$ cat src/rtl/dmain_pkg.sv
package dmain_pkg;
  // descriptor word offsets
  localparam int W_NEXT  = 0;
  localparam int W_BUF   = 1;
  localparam int W_FLAGS = 2;
  localparam int W_AFTER = 3;
  localparam int DESC_WORDS = 4;
  // flag bit positions
  localparam int F_EOL   = 0;
  localparam int F_INTR  = 4;
  localparam int F_INEOP = 12;
  localparam int CTX_DIS = 16;
  // raw interrupt bits
  localparam int IRQ_W   = 4;
  localparam int IRQ_EOP = 3;

  typedef enum logic [3:0] {
    S_IDLE, S_LOAD, S_STREAM, S_WB_FLAGS, S_WB_AFTER,
    S_CTX_RD, S_CTX_WAIT, S_CTX_WR, S_HALT
  } st_t;
endpackage

$ cat src/rtl/dmain_desc.sv
module dmain_desc #(
  parameter int DW = 32,
  parameter int NW = 4,
  localparam int IW = $clog2(NW)
) (
  input  logic             clk,
  input  logic             rst,
  input  logic             cap_en,
  input  logic [IW-1:0]    cap_idx,
  input  logic [DW-1:0]    rdata,
  output logic [NW*DW-1:0] words
);
  for (genvar i = 0; i < NW; i++) begin : g_word
    always_ff @(posedge clk) begin
      if (rst)
        words[i*DW +: DW] <= '0;
      else if (cap_en && cap_idx == IW'(i))
        words[i*DW +: DW] <= rdata;
    end
  end
endmodule

$ cat src/rtl/dmain_irq.sv
module dmain_irq #(
  parameter int N = 4
) (
  input  logic         clk,
  input  logic         rst,
  input  logic [N-1:0] set_vec,
  input  logic [N-1:0] ack_vec,
  output logic [N-1:0] raw,
  output logic         pulse
);
  logic [N-1:0] nxt;
  assign nxt = (raw & ~ack_vec) | set_vec;

  always_ff @(posedge clk) begin
    if (rst) begin
      raw   <= '0;
      pulse <= 1'b0;
    end else begin
      raw   <= nxt;
      pulse <= (nxt != raw);
    end
  end


  ack_clears_chk: assert property (@(posedge clk) disable iff (rst)
    (|(ack_vec & ~set_vec)) |=> ((raw & $past(ack_vec & ~set_vec)) == '0));

  pulse_on_change_chk: assert property (@(posedge clk) disable iff (rst)
    ##1 (pulse == (raw != $past(raw))));
endmodule

$ cat src/rtl/dmain_engine.sv
module dmain_engine
  import dmain_pkg::*;
#(
  parameter int AW = 32,
  parameter int DW = 32
) (
  input  logic              clk,
  input  logic              rst,
  input  logic              start,
  input  logic [AW-1:0]     first_desc,
  input  logic [AW-1:0]     ctx_desc,
  input  logic              in_valid,
  output logic              in_ready,
  input  logic [DW-1:0]     in_data,
  input  logic              in_last,
  output logic              mem_en,
  output logic              mem_we,
  output logic [AW-1:0]     mem_addr,
  output logic [DW-1:0]     mem_wdata,
  input  logic [DW-1:0]     mem_rdata,
  input  logic [IRQ_W-1:0]  intr_ack,
  output logic [IRQ_W-1:0]  raw_intr,
  output logic              intr_pulse,
  output logic              eol
);
  localparam int CW = 3;
  localparam int LAT = 2; // issue register + memory read register
  localparam logic [CW-1:0] LOAD_LAST = CW'(DESC_WORDS + LAT - 1);

  st_t              state;
  logic [AW-1:0]    desc_q, ctx_q, ptr_q, ptr_inc;
  logic [CW-1:0]    cnt_q;
  logic             eop_q, beat, fill_done, cap_en;
  logic [DESC_WORDS*DW-1:0] words;
  logic [DW-1:0]    next_w, buf_w, flags_w, after_w;
  logic [IRQ_W-1:0] set_vec;

  assign next_w  = words[W_NEXT*DW  +: DW];
  assign buf_w   = words[W_BUF*DW   +: DW];
  assign flags_w = words[W_FLAGS*DW +: DW];
  assign after_w = words[W_AFTER*DW +: DW];

  assign in_ready  = (state == S_STREAM);
  assign beat      = in_valid && in_ready;
  assign ptr_inc   = ptr_q + AW'(1);
  assign fill_done = (ptr_inc == AW'(after_w));
  assign cap_en    = (state == S_LOAD) && (cnt_q >= CW'(LAT));

  always_comb begin
    set_vec = '0;
    if (state == S_WB_FLAGS) begin
      set_vec[0]       = flags_w[F_INTR];
      set_vec[1]       = flags_w[F_INTR];
      set_vec[IRQ_EOP] = eop_q;
    end
  end

  dmain_desc #(.DW(DW), .NW(DESC_WORDS)) u_desc (
    .clk(clk), .rst(rst), .cap_en(cap_en),
    .cap_idx(2'(cnt_q - CW'(LAT))), .rdata(mem_rdata), .words(words)
  );

  dmain_irq #(.N(IRQ_W)) u_irq (
    .clk(clk), .rst(rst), .set_vec(set_vec), .ack_vec(intr_ack),
    .raw(raw_intr), .pulse(intr_pulse)
  );

  always_ff @(posedge clk) begin
    if (rst) begin
      state     <= S_IDLE;
      desc_q    <= '0;
      ctx_q     <= '0;
      ptr_q     <= '0;
      cnt_q     <= '0;
      eop_q     <= 1'b0;
      eol       <= 1'b0;
      mem_en    <= 1'b0;
      mem_we    <= 1'b0;
      mem_addr  <= '0;
      mem_wdata <= '0;
    end else begin
      mem_en <= 1'b0;
      mem_we <= 1'b0;
      unique case (state)
        S_IDLE, S_HALT: begin
          if (start) begin
            desc_q <= first_desc;
            ctx_q  <= ctx_desc;
            cnt_q  <= '0;
            eol    <= 1'b0;
            state  <= S_LOAD;
          end
        end
        S_LOAD: begin
          if (cnt_q < CW'(DESC_WORDS)) begin
            mem_en   <= 1'b1;
            mem_addr <= desc_q + AW'(cnt_q);
          end
          if (cnt_q == LOAD_LAST) begin
            ptr_q <= AW'(buf_w);
            state <= S_STREAM;
          end
          cnt_q <= cnt_q + CW'(1);
        end
        S_STREAM: begin
          if (beat) begin
            mem_en    <= 1'b1;
            mem_we    <= 1'b1;
            mem_addr  <= ptr_q;
            mem_wdata <= in_data;
            ptr_q     <= ptr_inc;
            if (fill_done || in_last) begin
              eop_q <= in_last;
              state <= S_WB_FLAGS;
            end
          end
        end
        S_WB_FLAGS: begin
          mem_en    <= 1'b1;
          mem_we    <= 1'b1;
          mem_addr  <= desc_q + AW'(W_FLAGS);
          mem_wdata <= flags_w | (DW'(eop_q) << F_INEOP);
          state     <= S_WB_AFTER;
        end
        S_WB_AFTER: begin
          mem_en    <= 1'b1;
          mem_we    <= 1'b1;
          mem_addr  <= desc_q + AW'(W_AFTER);
          mem_wdata <= DW'(ptr_q);
          if (flags_w[F_EOL]) begin
            state <= S_CTX_RD;
          end else begin
            desc_q <= AW'(next_w);
            cnt_q  <= '0;
            state  <= S_LOAD;
          end
        end
        S_CTX_RD: begin
          mem_en   <= 1'b1;
          mem_addr <= ctx_q;
          state    <= S_CTX_WAIT;
        end
        S_CTX_WAIT: state <= S_CTX_WR;
        S_CTX_WR: begin
          mem_en    <= 1'b1;
          mem_we    <= 1'b1;
          mem_addr  <= ctx_q;
          mem_wdata <= mem_rdata | (DW'(1) << CTX_DIS);
          eol       <= 1'b1;
          state     <= S_HALT;
        end
        default: state <= S_IDLE;
      endcase
    end
  end


  eol_blocks_input_chk: assert property (@(posedge clk) disable iff (rst)
    eol |-> !in_ready);

  ctx_disable_write_chk: assert property (@(posedge clk) disable iff (rst)
    $rose(eol) |-> (mem_we && mem_en && mem_wdata[CTX_DIS]));

  ptr_below_end_chk: assert property (@(posedge clk) disable iff (rst)
    in_ready |-> (ptr_q != AW'(after_w)));

  load_reads_only_chk: assert property (@(posedge clk) disable iff (rst)
    (state == S_LOAD) |=> !mem_we);
endmodule

$ cat config.mk
export PLATFORM = sky130hd
export DESIGN_NAME = dmain_engine
export DESIGN_NICKNAME = d
export VERILOG_FILES = /design/src/rtl/dmain_pkg.sv /design/src/rtl/dmain_desc.sv /design/src/rtl/dmain_irq.sv /design/src/rtl/dmain_engine.sv
export SDC_FILE = /design/constraint.sdc
export NUM_CORES = 1
export LEC_CHECK = 0
export BUFFER_PORTS_ARGS = -buffer_cell sky130_fd_sc_hd__buf_4
export CAP_MARGIN = 20
export CORE_MARGIN = 1.5
export CORE_UTILIZATION = 50
export DETAILED_ROUTE_END_ITERATION = 6
export GPL_TIMING_DRIVEN = 0
export PLACE_DENSITY_LB_ADDON = 0.05
export SLEW_MARGIN = 20
export SYNTH_ARGS = -nofsm -noshare
export SYNTH_HDL_FRONTEND = slang
export SYNTH_SLANG_ARGS = --single-unit
$ cat constraint.sdc
create_clock -name clk -period 8.3 [get_ports clk]
set_input_delay 2.49 -clock clk [delete_from_list [all_inputs] [get_ports clk]]
set_output_delay 2.49 -clock clk [all_outputs]
set_load 0.005 [all_outputs]
==> run metrics <==
status=finished with violations; failing checks=design-rule violations; share of cells above drive strength 1=0.141; critical path class=flip-flop to flip-flop; Clock Latency Late Sink=0.52 ns; first-iteration detailed-routing DRC count=2189; Fmax=189 MHz; Max-slew headroom=0.338; initial antenna violation count=3; cells on worst reg2reg path=15; die area=31600 um^2; Critical Path Fanout Max=10; vias in the first global route=15448; flop2flop setup slack=3.01 ns; Tmin final=5.29 ns; Fin. Hold Viols=0; # setup viols final=0; clock buffer depth=3; P_int=3.26 mW; final instance area=18500 um^2; Synth Instances=1997; Placed Cells=2595; critical path endpoint category=flip-flop; Final WS setup=3.01 ns; Leak=6.48 nW; CTS sink cnt=304; largest net degree at the start of global routing=13; worst min path class=flip-flop to flip-flop; FP Rows=63; CP Launch Type=flip-flop; Pwr per Cell Area=278 nW/um^2; Max IR drop VDD=0.000252 V; die height=178 um; post-place setup slack=3.25 ns; switching pwr=1.88 mW; Final ANT Viol Nets=0; commonest non-fill, non-tap cell in the layout=nand2_1; synth unique cells=72; Via Count=16415; Comb power frac=0.332; Sw Ratio=0.366; Max Cap Viol=0; CTS Hold Bufs=0; port bufs=208; Placer Congestion=1.02; clock-pin slew of the registers on the worst-case setup and hold paths=0.06 ns; post-cts repair resize count=0; period utilization=0.638; WP data arrival=5.64 ns; # DRC=6; CORE AREA=29900 um^2; hold path cells=2; routed length per placed instance=23.9 um; post-route setup TNS=0 ns; root buffer cell=clkbuf_16; ys async rst share=0; Post-synth EDFFs=0; Die W=178 um; synth warn=0; #FFs+latches synth=304; vias per cell=6.18; worst path required time=8.64 ns; clock power share=0.308; Main synth FF type=dfxtp_1; I/O pin cnt=210; sequential power share=0.360; Routed WL=63.6 mm; Layout Cells excl Fill=2657; Detail Placement HPWL=48.0 mm; GRT overflow=0; Worst Tran Pin Value=0.994 ns; placed cell area=17300 um^2; iteration count of the initial detailed-routing pass=7; post-CTS setup buffers=0; RSZ-0062 raised after global routing=false; TritonCTS clock tree=built; Tot GR Track Use=0.394; Seq/Total Area, Yosys=0.399; initial cell density of the core=0.511; Tot Pwr=5.14 mW; Setup Skew=0.0210 ns; syn nets=2144; Post-Synthesis Cell Area=15300 um^2; syn_area_per_cell=7.64 um^2; Area growth syn-to-layout=21.2%; n_diodes=0; most frequent cells in the layout=nand2_1, dfxtp_1, a21oi_1, buf_4, nor2_1; CTS Buf Count=35; Final nets=2389; first-pass GRT wire length=92.4 mm; CTS HTree Levels=2; max-slew violation count=0
-- power by group through the flow --
| stage | sequential [mW] | clock (mW) | combinational [mW] |
|---|---|---|---|
| final | 1.85 | 1.58 | 1.71 |
| after global routing | 1.87 | 1.65 | 1.84 |
| after CTS | 1.84 | 1.59 | 1.67 |
| after detailed placement | 1.87 | 0 | 1.66 |
| after global placement | 1.87 | 0 | 1.64 |
| after floorplan | 1.84 | 0 | 0.951 |
-- area by class of cell --
cell class                      instances  area (um^2)
Fill cell                            2726        11400
Multi-Input combinational cell       1493         8310
Sequential cell                       304         6090
Timing Repair Buffer                  208         1560
Clock buffer                           55         1090
Buffer                                188          823
Tap cell                              390          488
Clock inverter                          7         91.3
Inverter                               12         45.0
-- worst max-delay path, stage by stage, from the launching register on --
cell and delay [ns]:
dfxtp_1 0.29, clkbuf_1 0.16, clkbuf_1 0.29, nor3_1 0.36, clkbuf_1 0.56, clkbuf_1 0.52
or2_2 0.23, ha_1 0.19, fa_1 0.23, a21oi_1 0.13, nor4b_1 0.58, nor2b_1 0.68
nand4_1 0.23, xnor2_1 0.21, a222oi_1 0.33, a211oi_1 0.12
-- sequential cells by signal (all words and copies together), names as in the netlist --
register	cells
u_desc.words	128
ctx_q	32
desc_q	32
mem_addr	32
mem_wdata	32
ptr_q	32
state	4
u_irq.raw	4
cnt_q	3
eol	1
eop_q	1
mem_en	1
mem_we	1
u_irq.pulse	1
-- cells by family (layout without fill, tap and decap cells) --
| group | after synthesis | in the layout | share of synthesized area |
|---|---|---|---|
| and+or+nand+nor | 808 | 808 | 0.233 |
| AOI/OAI and AO/OA | 557 | 557 | 0.232 |
| DFF | 304 | 304 | 0.399 |
| buffers and inverters | 200 | 470 | 0.0569 |
| xor gates and xnor gates | 84 | 84 | 0.0482 |
| muxes | 34 | 34 | 0.0223 |
| adders and majority gates | 10 | 10 | 0.00869 |
-- through the flow --
step	hold WS, ns	util
3_5_place_dp	0.446	0.580
2_1_floorplan	0.433	-
4_1_cts	0.454	0.619
5_1_grt	0.474	0.619
6_report	0.455	0.619
3_3_place_gp	0.440	0.579
-- synthesized netlist by cell type (7+ instances only) --
| cell | instances | area share |
|---|---|---|
| nand2_1 | 423 | 0.10 |
| dfxtp_1 | 304 | 0.40 |
| a21oi_1 | 233 | 0.076 |
| nor2_1 | 200 | 0.049 |
| clkbuf_1 | 147 | 0.036 |
| o21ai_0 | 80 | 0.026 |
| a211oi_1 | 76 | 0.037 |
| xnor2_1 | 53 | 0.030 |
| a222oi_1 | 44 | 0.029 |
| mux2i_1 | 34 | 0.022 |
| nor3_1 | 34 | 0.011 |
| xor2_1 | 31 | 0.018 |
| nand3_1 | 30 | 0.0098 |
| nand4_1 | 30 | 0.012 |
| a22oi_1 | 28 | 0.014 |
| buf_2 | 21 | 0.0069 |
| nor4_1 | 15 | 0.0061 |
| and2_1 | 14 | 0.0057 |
| o211ai_1 | 14 | 0.0069 |
| a221oi_1 | 12 | 0.0069 |
| and3_1 | 12 | 0.0049 |
| inv_1 | 11 | 0.0027 |
| o22ai_1 | 10 | 0.0041 |
| a31oi_1 | 9 | 0.0037 |
| ha_1 | 9 | 0.0074 |
| nand2b_1 | 9 | 0.0037 |
| clkbuf_8 | 8 | 0.0072 |
| a311oi_1 | 7 | 0.0040 |
| buf_1 | 7 | 0.0017 |
| o31ai_1 | 7 | 0.0034 |
-- final timing paths --
| check | from | end |
|---|---|---|
| hold / removal | u_desc.words[50]$_SDFFE_PP0P_ | u_desc.words[50]$_SDFFE_PP0P_ |
| setup / recovery | state[1]$_SDFFE_PP0P_ | mem_addr[30]$_SDFFE_PP0P_ |
| setup reg to reg | state[1]$_SDFFE_PP0P_ | mem_addr[30]$_SDFFE_PP0P_ |
| hold reg to reg | u_desc.words[50]$_SDFFE_PP0P_ | u_desc.words[50]$_SDFFE_PP0P_ |
-- routing by layer --
| metal | vias up | wire (um) | GRT usage |
|---|---|---|---|
| met3 | 195 | 5480 | 0.0516 |
| met5 | - | 34 | 0 |
| met2 | 964 | 29300 | 0.642 |
| li1 | 7555 | - | - |
| met4 | 4 | 3330 | 0.209 |
| met1 | 7697 | 25500 | 0.506 |
Power figures use the tool's default switching activity.
